## config.mk

```make
export PLATFORM = sky130hd
export DESIGN_NAME = sign_split_acc
export DESIGN_NICKNAME = d
export VERILOG_FILES = /design/src/rtl/ssa_pkg.sv /design/src/rtl/ssa_route.sv /design/src/rtl/ssa_mag_acc.sv /design/src/rtl/ssa_combine.sv /design/src/rtl/sign_split_acc.sv
export SDC_FILE = /design/constraint.sdc
export NUM_CORES = 1
export LEC_CHECK = 0
export BUFFER_PORTS_ARGS = -buffer_cell sky130_fd_sc_hd__buf_2
export CAP_MARGIN = 20
export CORE_ASPECT_RATIO = 1.25
export CORE_MARGIN = 3
export CORE_UTILIZATION = 23
export DETAILED_ROUTE_END_ITERATION = 7
export SYNTH_ARGS = -nofsm -noshare
export SYNTH_HDL_FRONTEND = slang
export SYNTH_SLANG_ARGS = --single-unit
export TNS_END_PERCENT = 5
```

## constraint.sdc

```tcl
create_clock -name clk -period 8.3 [get_ports clk]
set_input_delay 0.415 -clock clk [delete_from_list [all_inputs] [get_ports clk]]
set_output_delay 0.415 -clock clk [all_outputs]
set_load 0.1 [all_outputs]
```

## src/rtl/ssa_pkg.sv

```systemverilog
package ssa_pkg;
   typedef enum logic {
      PATH_FULL   = 1'b0,
      PATH_NARROW = 1'b1
   } path_e;
endpackage

```

## src/rtl/ssa_route.sv

```systemverilog
module ssa_route
   import ssa_pkg::*;
#(
   parameter int W_DATA   = 8,
   parameter int W_NARROW = 4
) (
   input  logic [W_DATA-1:0] op,
   output logic              is_neg,
   output logic [W_DATA-1:0] mag,
   output path_e             path
);
   localparam int SMALL_MSB = W_NARROW - 1;

   always_comb begin
      is_neg = op[W_DATA-1];
      mag    = is_neg ? (~op + 1'b1) : op;
      path   = (mag[W_DATA-1:SMALL_MSB] == '0) ? PATH_NARROW : PATH_FULL;
   end
endmodule

```

## src/rtl/ssa_mag_acc.sv

```systemverilog
module ssa_mag_acc
   import ssa_pkg::*;
#(
   parameter int W_DATA    = 8,
   parameter int W_NARROW  = 4,
   parameter int W_ACC     = 12,
   parameter bit NARROW_EN = 1'b1
) (
   input  logic              clk,
   input  logic              rst_n,
   input  logic              add_en,
   input  logic              clear,
   input  path_e             path,
   input  logic [W_DATA-1:0] mag,
   output logic [W_ACC-1:0]  acc_q,
   output logic [W_ACC-1:0]  acc_nxt
);
   localparam int W_UP = W_ACC - W_NARROW;

   logic [W_ACC-1:0] full_sum;
   logic [W_ACC-1:0] sum;

   assign full_sum = acc_q + {{(W_ACC-W_DATA){1'b0}}, mag};

   generate
      if (NARROW_EN) begin : g_split
         logic [W_NARROW:0] lo_sum;
         logic [W_UP-1:0]   up_sum;
         always_comb begin
            lo_sum = {1'b0, acc_q[W_NARROW-1:0]} + {1'b0, mag[W_NARROW-1:0]};
            up_sum = acc_q[W_ACC-1:W_NARROW] + {{(W_UP-1){1'b0}}, lo_sum[W_NARROW]};
            sum    = (path == PATH_NARROW) ? {up_sum, lo_sum[W_NARROW-1:0]} : full_sum;
         end
      end else begin : g_full
         logic unused_path;
         assign unused_path = path;
         assign sum = full_sum;
      end
   endgenerate

   assign acc_nxt = add_en ? sum : acc_q;

   always_ff @(posedge clk) begin
      if (!rst_n || clear) acc_q <= '0;
      else                 acc_q <= acc_nxt;
   end
endmodule

```

## src/rtl/ssa_combine.sv

```systemverilog
module ssa_combine #(
   parameter int W_ACC = 12
) (
   input  logic             clk,
   input  logic             rst_n,
   input  logic             fire,
   input  logic [W_ACC-1:0] pos_tot,
   input  logic [W_ACC-1:0] neg_tot,
   output logic             res_valid,
   output logic [W_ACC-1:0] res
);
   always_ff @(posedge clk) begin
      if (!rst_n) begin
         res_valid <= 1'b0;
         res       <= '0;
      end else begin
         res_valid <= fire;
         if (fire) res <= pos_tot - neg_tot;
      end
   end
endmodule

```

## src/rtl/sign_split_acc.sv

```systemverilog
module sign_split_acc
   import ssa_pkg::*;
#(
   parameter int W_DATA    = 8,
   parameter int W_NARROW  = 4,
   parameter int MAX_LEN   = 16,
   parameter bit NARROW_EN = 1'b1,
   localparam int W_ACC    = W_DATA + $clog2(MAX_LEN)
) (
   input  logic              clk,
   input  logic              rst_n,
   input  logic              in_valid,
   input  logic [W_DATA-1:0] in_data,
   input  logic              in_last,
   output logic              out_valid,
   output logic [W_ACC-1:0]  out_result
);
   generate
      if (W_NARROW < 2 || W_NARROW > W_DATA) begin : g_bad_narrow
         $error("sign_split_acc: W_NARROW must lie in 2..W_DATA");
      end
      if (MAX_LEN < 2) begin : g_bad_len
         $error("sign_split_acc: MAX_LEN must be at least 2");
      end
   endgenerate

   logic              is_neg;
   logic [W_DATA-1:0] mag;
   path_e             path;
   logic              narrow_sel;
   logic              blk_end;
   logic [W_ACC-1:0]  pos_sum, neg_sum;
   logic [W_ACC-1:0]  pos_nxt, neg_nxt;

   ssa_route #(.W_DATA(W_DATA), .W_NARROW(W_NARROW)) u_route (
      .op(in_data), .is_neg(is_neg), .mag(mag), .path(path)
   );

   assign narrow_sel = (path == PATH_NARROW);
   assign blk_end    = in_valid & in_last;

   ssa_mag_acc #(.W_DATA(W_DATA), .W_NARROW(W_NARROW), .W_ACC(W_ACC),
                 .NARROW_EN(NARROW_EN)) u_pos (
      .clk(clk), .rst_n(rst_n), .add_en(in_valid & ~is_neg), .clear(blk_end),
      .path(path), .mag(mag), .acc_q(pos_sum), .acc_nxt(pos_nxt)
   );

   ssa_mag_acc #(.W_DATA(W_DATA), .W_NARROW(W_NARROW), .W_ACC(W_ACC),
                 .NARROW_EN(NARROW_EN)) u_neg (
      .clk(clk), .rst_n(rst_n), .add_en(in_valid & is_neg), .clear(blk_end),
      .path(path), .mag(mag), .acc_q(neg_sum), .acc_nxt(neg_nxt)
   );

   ssa_combine #(.W_ACC(W_ACC)) u_comb (
      .clk(clk), .rst_n(rst_n), .fire(blk_end), .pos_tot(pos_nxt),
      .neg_tot(neg_nxt), .res_valid(out_valid), .res(out_result)
   );
endmodule

```

Yosys cells after proc, flatten, opt, wreduce, memory -nomap -nowiden
Index checks and enable logic that the tools add are counted.

word-level totals
  logic and storage cells = 26
  bits of input ports = 12
  register bits after elaboration = 37
  output and inout bits = 13

operators by class
  reduce and logical (&&, ||, !) cells = 3
  bitwise logic cells = 5
  mux-type cells = 6
  add/subtract/negate cells = 8

operator list
  cell                                          count
  two-way mux 12 bit                            4
  adder 12 x 8 -> 12 bit                        2
  adder 8 x 1 -> 8 bit                          2
  subtractor 12 bit                             1
  adder 4 x 4 -> 5 bit                          2
  adder 8 x 1 -> 8 bit (second input constant)  1
  two-way mux 8 bit                             1
  NOT 8 bit                                     1
  logical NOT 5 bit                             1
  AND 1 bit                                     3
  logical NOT 1 bit                             1
  logical OR 1 bit                              1
  two-way mux 1 bit                             1
  NOT 1 bit                                     1

Logic depth before layout (Yosys ltp)
Gate-level depths: netlist (run 1).

  word-level depth = 8
  mapped depth = 23
  mapped depth without buffers = 23

Cells and area by module
A second synthesis (run 1) with hierarchy kept.

unflattened totals
  cells, all modules = 379
  area, all modules = 3200.6 um2

modules (own cells, without submodules)
  module          cells an instance  instances  seq. area each (um2)  area an instance (um2)
  ssa_mag_acc     114                2          240.2                 977.2
  ssa_combine     125                1          260.2                 1031.0
  ssa_route       23                 1          0.0                   192.7
  sign_split_acc  3                  1          0.0                   22.5

Worst setup path after synthesis (run 1)
Ideal clock, no wire load.

  path type = in2reg
  start point = input port in_data[1]
  end point = register u_comb.res[11]
  setup time = 0.125 ns
  required time = 8.175 ns
  data arrival time = 3.923 ns
  path buffers = 0
  cell stages on the path = 22
  setup slack = 4.251 ns
  path through = inv_1 > ha_1 > nand2_1 > o21ai_0 > inv_1 > fa_1 > nor2b_1 > o21ai_0 > a21boi_0 > o21ai_0 > a21boi_0 > o21ai_0 > a21oi_1 > xor2_1 > ha_1 > and3_1 > a21oi_1 > o21ai_0 > o41ai_1 > xor2_1 > xnor2_1 > o21ai_1

between the ends
  longest elaborated chain between the ends = 8
  elaborated cells between the ends (all ways) = 16
  classes of those cells = add/sub: 8; mux: 6; bitwise: 1; reduce/logical: 1

RTL lines
  element                                                           RTL line                            RTL
  from (decl)                                                       sign_split_acc.sv:13                input logic [W_DATA-1:0] in_data,
  NOT 8 bit                                                         ssa_route.sv:16                     mag = is_neg ? (~op + 1'b1) : op;
  adder 8 x 1 -> 8 bit                                              ssa_route.sv:16
  two-way mux 8 bit *                                               ssa_route.sv:16
  adder 4 x 4 -> 5 bit / logical NOT 5 bit (equally long branches)  ssa_mag_acc.sv:30, ssa_route.sv:17
  adder 8 x 1 -> 8 bit / two-way mux 1 bit (equally long branches)  ssa_mag_acc.sv:31, ssa_route.sv:17
  two-way mux 12 bit *                                              ssa_mag_acc.sv:32                   sum = (path == PATH_NARROW) ? {up_sum, lo_sum[W_NARROW-1:0]} : full_sum;
  two-way mux 12 bit *                                              ssa_mag_acc.sv:41                   assign acc_nxt = add_en ? sum : acc_q;
  named net pos_nxt[8]                                              sign_split_acc.sv:33                logic [W_ACC-1:0] pos_nxt, neg_nxt;
  subtractor 12 bit *                                               ssa_combine.sv:18                   if (fire) res <= pos_tot - neg_tot;
  to (signal assigned)                                              ssa_combine.sv:18
  to (decl)                                                         ssa_combine.sv:10                   output logic [W_ACC-1:0] res

The timed path passes the listed nets; every way through them passes the cells marked *.
A chain may end at the register's enable or synchronous reset.

Worst setup path after layout (run 1)
  start point = input port in_data[0]
  end point = register u_comb.res[11]

Same word-level chain as after synthesis.

==> metrics, run 1 <==
cell with the largest stage delay on the worst path sky130_fd_sc_hd__fa_1; most frequent standard cell in the layout excluding fill and tap cells sky130_fd_sc_hd__nor2_1; peak supply drop 0.106 mV; static leakage 1.49 nW; Resized Gates After CTS 0; cell types with the largest area share after synthesis sky130_fd_sc_hd__dfxtp_1, sky130_fd_sc_hd__ha_1, sky130_fd_sc_hd__nor2_1, sky130_fd_sc_hd__nand2_1, sky130_fd_sc_hd__o21ai_0; most area-hungry cell type in the Yosys netlist sky130_fd_sc_hd__dfxtp_1; Top-Level Pins 25; clock tree from TritonCTS yes; antenna cells 0; width of the die 106 um; multiplexer share of the synthesized area 1.42%; Clock transition at path regs 0.06 ns; clock tree sinks 37; type of the tightest min-delay check reg -> reg; DR pass1 iterations 4; maximum number of pins on one net before global-route repair 29; largest fanout of any net on the critical path 5; worst rel slew slack 36.0%; GRT Residual Overflow 0; switch share 35.4%; initial core utilization 23.7%; Setup Slack @ Placement 3.40 ns; design internal power 0.000408 W; critical path, cell by cell buf_2 > inv_1 > ha_1 > nand2_1 > o21ai_0 > inv_1 > fa_1 > nor2b_1 > o21ai_0 > a21boi_0 > o21ai_0 > a21boi_0 > o21ai_0 > a21oi_1 > xor2_1 > ha_1 > and3_1 > a21oi_1 > o21ai_0 > o41ai_1 > xor2_1 > xnor2_1 > o21ai_1; WHS 0.450 ns; nets in the synthesized netlist 413; H-Tree Depth 2; total global routing track utilization 10.2%; worst clock skew 0.00419 ns; class of the most critical setup path in -> reg; parity-gate share of the synthesized area counting xor and xnor cells 7.20%; Final Setup Violations 0; insertion delay of the later-clocked pin in the worst-skew pair 0.29 ns; combinational family with the most area after synthesis simple AND/OR/NAND/NOR gates; DP Wirelength 5.40 mm; final hold vios 0; PortBufs 24; simple logic cell fraction of the synthesized area 23.1%; arithmetic-cell share of the synthesized area counting full adders, half adders and majority gates 15.9%; most instantiated flip-flop cell in the synthesis netlist sky130_fd_sc_hd__dfxtp_1; async set-reset flop share out of synthesis 0%; most numerous cell on the critical path sky130_fd_sc_hd__o21ai_0; fin util 27.4%; global-route wire length before repair 11.7 mm; Critical Path AT 4.79 ns; final number of max-transition violations 0; power density normalized to cell area 188 nW/um^2; Setup Fix Bufs, Post-CTS 0; number of buffers on the longest clock path 2; Critical Path Source Type input port; number of nets still failing antenna checks after routing 0; wire length per cell after detailed routing 12.4 um; period utilization 55.7%; proportion of power drawn by combinational gates 32.8%; clock tree root driver cell sky130_fd_sc_hd__clkbuf_16; total via count after detailed routing 2554; top achievable clock speed 216 MHz; part of the Yosys area used for sequential elements 25.5%; site row count 45; Vert. Die Dim 132 um; Synth Area per Inst 7.93 sq um; TritonCTS buffer count 5; fraction of layout instances using a drive strength above 1 11.1%; sum of internal, switching and leakage power 0.000631 W; biggest cell delay along the critical path 0.45 ns; min cycle time layout 4.63 ns; critical path endpoint category flip-flop; Final WS setup 3.67 ns; Core Box Area 12200 sq um; number of vias per cell 4.63; Final #Nets 434; relative contribution of sequential cells to total power 31.1%; RSZ-0062 raised after global routing false; commonest non-fill, non-tap cells in the layout sky130_fd_sc_hd__nor2_1, sky130_fd_sc_hd__dfxtp_1, sky130_fd_sc_hd__nand2_1, sky130_fd_sc_hd__ha_1, sky130_fd_sc_hd__inv_1; number of DRC markers in iteration 0 126; synthesized flop and latch total 37; total detailed-routing wirelength 6.85 mm; gp weighted congestion 0.789; CTS hold repair buffers 0; transition time of the tightest slew-check pin 0.960 ns; DRC errors left 0; Post-Synthesis Cell Area 2900 sq um; Req. time, crit path 8.46 ns; number of flops mapped to enable cells by yosys 0; count of unique library cells instantiated by Yosys 52; number of global-route vias before repair 2563; Total Die Area 14000 sq um; total negative setup slack 0 ns; max-cap violation count 0; layout overhead on the synthesized area 15.5%; share of power burned in the clock network 36.1%; area share of the largest cell type after synthesis 25.5%; post-synthesis compound-gate area fraction 21.8%; status finished, final reports clean; cell count after synthesis 366; Syn. warnings 0; antenna violations before repair 0; P_sw 0.000223 W; worst reg2reg setup slack 4.06 ns
path summary, 6_finish.rpt:
kind / startpoint / to / cells past startpoint
setup reg to reg: u_pos.acc_q[0] / u_comb.res[11] / 19
setup / recovery: in_data[0] / u_comb.res[11] / 23
hold / removal: u_comb.res[0] / u_comb.res[0] / 2
hold reg to reg: u_comb.res[0] / u_comb.res[0] / 2
final cells by class:
| type | count | area (sq um) |
|---|---|---|
| tap | 164 | 205 |
| timing repair buffer | 24 | 120 |
| sequential | 37 | 741 |
| clock buffer | 7 | 143 |
| clock inverter | 1 | 30.0 |
| fill | 1319 | 8870 |
| inverter | 27 | 101 |
| multi-input combinational | 292 | 2010 |
layer usage:
layer	GRT usage (%)	part of all wire, %	vias up
met5	0	0	-
met4	4.19	1.9	0
met3	1.97	3.0	7
met2	17.9	50	33
met1	11.9	45	1196
li1	-	-	1318
worst max-delay path: cells and delay by family:
kind            cells  cell delay [ns]
compound gates     11             2.05
xor+xnor            3             0.58
fa+ha+maj           3             1.03
buf+inv             3             0.34
simple gates        3             0.36
through the flow:
stage	instances	area, sq um
after CTS	552	3350
after global routing	552	3350
after floorplan	366	2900
after detailed placement	544	3180
after global placement	544	3180
final	552	3350
synth_stat cells, types with 2 or more instances:
| library cell | instances |
|---|---|
| sky130_fd_sc_hd__o41ai_1 | 2 |
| sky130_fd_sc_hd__nor3_1 | 8 |
| sky130_fd_sc_hd__o31a_1 | 3 |
| sky130_fd_sc_hd__and2_1 | 10 |
| sky130_fd_sc_hd__nand3_1 | 7 |
| sky130_fd_sc_hd__ha_1 | 32 |
| sky130_fd_sc_hd__o31ai_1 | 8 |
| sky130_fd_sc_hd__a21o_1 | 3 |
| sky130_fd_sc_hd__nor2b_1 | 8 |
| sky130_fd_sc_hd__o21a_1 | 7 |
| sky130_fd_sc_hd__xor2_1 | 9 |
| sky130_fd_sc_hd__o21ai_0 | 25 |
| sky130_fd_sc_hd__xnor2_1 | 13 |
| sky130_fd_sc_hd__nand2_1 | 36 |
| sky130_fd_sc_hd__a21boi_0 | 4 |
| sky130_fd_sc_hd__dfxtp_1 | 37 |
| sky130_fd_sc_hd__a211oi_1 | 4 |
| sky130_fd_sc_hd__mux2i_1 | 3 |
| sky130_fd_sc_hd__nor3b_1 | 2 |
| sky130_fd_sc_hd__nor4_1 | 2 |
| sky130_fd_sc_hd__inv_1 | 27 |
| sky130_fd_sc_hd__fa_1 | 3 |
| sky130_fd_sc_hd__clkbuf_1 | 7 |
| sky130_fd_sc_hd__a31oi_1 | 3 |
| sky130_fd_sc_hd__buf_2 | 2 |
| sky130_fd_sc_hd__a21oi_1 | 23 |
| sky130_fd_sc_hd__nand2b_1 | 5 |
| sky130_fd_sc_hd__and3_1 | 7 |
| sky130_fd_sc_hd__nor2_1 | 38 |
| sky130_fd_sc_hd__o22ai_1 | 4 |
| sky130_fd_sc_hd__nand4_1 | 3 |
state kept, by name, summed over array words and instances (netlist names):
name              count
u_comb.res           12
u_pos.acc_q          12
u_comb.res_valid      1
u_neg.acc_q          12
power by group through the flow:
stage	Clock, W	Sequential (W)	Combinational [W]
global placement	0	0.000200	0.000204
finish	0.000228	0.000196	0.000207
detailed placement	0	0.000200	0.000206
CTS	0.000234	0.000196	0.000208
global route	0.000238	0.000198	0.000228
floorplan	0	0.000248	0.000119
cells by family after synthesis:
family / count (synthesis)
xor+xnor: 23
buf+inv: 37
mux: 4
fa+ha+maj: 35
compound gates: 97
flops: 37
simple gates: 133
(Power assumes the default switching activity.)
==> run 2, diff against run 1 <==
--- a/config.mk
+++ b/config.mk
@@ -5,6 +5,7 @@
 export SDC_FILE = /design/constraint.sdc
 export NUM_CORES = 1
 export LEC_CHECK = 0
+export ABC_AREA = 1
 export BUFFER_PORTS_ARGS = -buffer_cell sky130_fd_sc_hd__buf_2
 export CAP_MARGIN = 20
 export CORE_ASPECT_RATIO = 1.25
==> constraint.sdc (replaced) <==
create_clock -name clk -period 4.6 [get_ports clk]
set_input_delay 0.23 -clock clk [delete_from_list [all_inputs] [get_ports clk]]
set_output_delay 0.23 -clock clk [all_outputs]
set_load 0.1 [all_outputs]
==> run 2 against run 1 <==
  * Clock skew up 0.0024 ns
  * Sequential cell count did not move
  * Die area rose by 15%
  * Highest routed layer unchanged
  * Non-clock buffer count grew 2
  * Count of clock-buffer cells in the layout is 2 lower
  * Via count grew 27%
  * Register-to-register slack got worse by 3.3 ns
  * Worst setup slack got worse by 3.2 ns
  * Critical endpoint is now u_comb.res[9]
==> metrics, run 2 <==
width of the die 114 um; kind of cell adding the most delay to the critical path adder cells; number of flops mapped to enable cells by yosys 0; Vert. Die Dim 141 um; Final Setup Violations 0; RSZ-0062 raised after global routing false; leading cell types by count after synthesis sky130_fd_sc_hd__nand2_1, sky130_fd_sc_hd__inv_1, sky130_fd_sc_hd__nor2_1, sky130_fd_sc_hd__a21oi_1, sky130_fd_sc_hd__nand3_1; final number of max-transition violations 0; nets in the synthesized netlist 574; clock tree from TritonCTS yes; Critical Path AT 4.29 ns; clock tree root driver cell sky130_fd_sc_hd__clkbuf_16; total global routing track utilization 11.3%; cell depth of the worst flop-to-flop path 19; worst reg2reg setup slack 0.77 ns; dominant cell by count in the synthesized netlist sky130_fd_sc_hd__nand2_1; most frequent standard cell in the layout excluding fill and tap cells sky130_fd_sc_hd__nand2_1; GRT Residual Overflow 0; start point of the critical path in_data[0]; total via count after detailed routing 3252; initial core utilization 23.9%; Req. time, crit path 4.79 ns; critical path, cell by cell buf_2 > inv_1 > ha_1 > nand2_1 > o21ai_0 > inv_1 > fa_1 > o31ai_2 > ha_1 > nand2_1 > inv_1 > or2_2 > nand3_1 > o211ai_1 > o21ai_0 > ha_1 > nand2_1 > nor3_1 > a21oi_1 > inv_1 > a21oi_1 > or2_2 > a32o_1; count of placed standard cells in the final layout, fillers left out 726; site row count 48; Top-Level Pins 25; antenna violations before repair 0; most numerous cell on the critical path sky130_fd_sc_hd__inv_1; fin util 27.4%; largest fanout of any net on the critical path 4; H-Tree Depth 2; area share of the largest cell type after synthesis 22.1%; count of cell instances traversed by the critical path 23; cell count after synthesis 527; CP endpoint u_comb.res[9]; synthesized flop and latch total 37; most area-hungry cell type in the Yosys netlist sky130_fd_sc_hd__dfxtp_1; critical path endpoint category flip-flop; DP Wirelength 6.84 mm; global-route wire length before repair 14.8 mm; Core Box Area 14100 sq um; worst rel slew slack 49.6%; number of buffers on the longest clock path 2; status finished, final reports clean; worst path bufs/invs 5; async set-reset flop share out of synthesis 0%; number of nets still failing antenna checks after routing 0; class of the most critical setup path in -> reg; biggest cell delay along the critical path 0.47 ns; worst clock skew 0.00654 ns; wire length per cell after detailed routing 11.6 um; commonest non-fill, non-tap cells in the layout sky130_fd_sc_hd__nand2_1, sky130_fd_sc_hd__inv_1, sky130_fd_sc_hd__nor2_1, sky130_fd_sc_hd__a21oi_1, sky130_fd_sc_hd__nand3_1; TritonCTS buffer count 5; Total Die Area 16100 sq um; Syn. warnings 0; Regs by FF count u_comb.res: 12 flops, u_neg.acc_q: 12 flops, u_pos.acc_q: 12 flops; number of vias per cell 4.48; start of the worst register-to-register path u_neg.acc_q[0]; Synth Area per Inst 6.36 sq um; worst hold path depth 3; DR pass1 iterations 4; clock tree sinks 37; gp weighted congestion 0.832; total cell area at the placement stage 3650 sq um; antenna cells 0; cell with the largest stage delay on the worst path sky130_fd_sc_hd__fa_1; number of DRC markers in iteration 0 100; transition time of the tightest slew-check pin 0.755 ns; reg2reg end u_comb.res[9]; placed cell count 718; final hold vios 0; DRC errors left 0; Critical Path Source Type input port; Post-Synthesis Cell Area 3350 sq um; count of unique library cells instantiated by Yosys 40; Setup Fix Bufs, Post-CTS 0; part of the Yosys area used for sequential elements 22.1%; top achievable clock speed 244 MHz; PortBufs 24; Clock transition at path regs 0.06 ns; maximum number of pins on one net before global-route repair 24; power density normalized to cell area 314 nW/um^2; WHS 0.334 ns; peak supply drop 0.323 mV; cell types with the largest area share after synthesis sky130_fd_sc_hd__dfxtp_1, sky130_fd_sc_hd__nand2_1, sky130_fd_sc_hd__ha_1, sky130_fd_sc_hd__inv_1, sky130_fd_sc_hd__a21oi_1; final design area excluding fillers 3850 sq um; total detailed-routing wirelength 8.41 mm; static leakage 1.96 nW; fraction of layout instances using a drive strength above 1 9.80%; period utilization 89.3%; insertion delay of the later-clocked pin in the worst-skew pair 0.29 ns; total negative setup slack 0 ns; number of global-route vias before repair 3243; most instantiated flip-flop cell in the synthesis netlist sky130_fd_sc_hd__dfxtp_1; layout overhead on the synthesized area 14.8%; max-cap violation count 0; type of the tightest min-delay check in -> reg; min cycle time layout 4.11 ns; Final #Nets 597
-- run 2: cell types whose count changed in the layout (fill, tap and decap cells not counted), sizes merged, moves of 9 or more --
cell,delta
nand2,+106
inv,+48
nand3,+33
a21oi,+18
o21ai,+11
and2,-9
nor2,+9
xnor2,-9
-- run 2: worst min path at each step --
stage,end,slack [ns],start
after floorplan,u_comb.res_valid,0.43,rst_n
after global placement,u_comb.res[7],0.44,u_comb.res[7]
after detailed placement,u_comb.res[7],0.44,u_comb.res[7]
after CTS,u_comb.res_valid,0.35,rst_n
after global routing,u_comb.res_valid,0.37,rst_n
final,u_comb.res_valid,0.33,rst_n
-- run 2: cell families after synthesis --
kind of cell | after synthesis | synth area share [%]
AOI/OAI and AO/OA | 98 | 16.3
DFF | 37 | 22.1
muxes | 1 | 0.299
xor gates and xnor gates | 19 | 4.96
adders and majority gates | 35 | 13.7
buffers and inverters | 85 | 10.2
and+or+nand+nor | 252 | 32.5
-- run 2: timing repair --
| action | 4_1_cts | 5_1_grt |
|---|---|---|
| endpoints found under the hold margin | 0 | 0 |
| setup endpoints to repair | 0 | 1 |
| hold buffers | 0 | 0 |
| gates resized for setup | 0 | 2 |
-- run 2: tightest hold or removal path: cells and delay by family --
family / cells / cell delay (ns)
simple gates: 1 / 0.13
buf+inv: 2 / 0.16
-- run 2: layout make-up --
type,count,area [sq um]
fill,1609,10200
multi-input combinational,405,2280
sequential,37,741
inverter,75,282
tap,175,219
timing repair buffer,26,135
clock buffer,5,125
clock inverter,3,65.1
-- run 2: layer usage --
metal  vias to the layer above  track usage (%)  wire (um)
met2                        40             19.9       4140
met1                      1425             13.2       3790
met5                         -                0          0
met3                        16             1.33        198
met4                         0             5.82        286
li1                       1771                -          -
-- run 2: metrics by stage --
| step | worst slack (ns) | total power (W) |
|---|---|---|
| final | 0.494 | 0.00121 |
| after CTS | 0.371 | 0.00122 |
| after global routing | 0.0602 | 0.00129 |
| after floorplan | 0.836 | 0.000686 |
| after global placement | 0.136 | 0.000768 |
| after detailed placement | 0.0994 | 0.000767 |
-- run 2: power breakdown --
group	leakage, nW	total (W)	switching [W]	internal (W)
Clock	0.0938	0.000443	0.000133	0.000309
Sequential	0.302	0.000356	0.0000140	0.000342
Combinational	1.56	0.000408	0.000289	0.000119
Total	1.96	0.00121	0.000437	0.000770
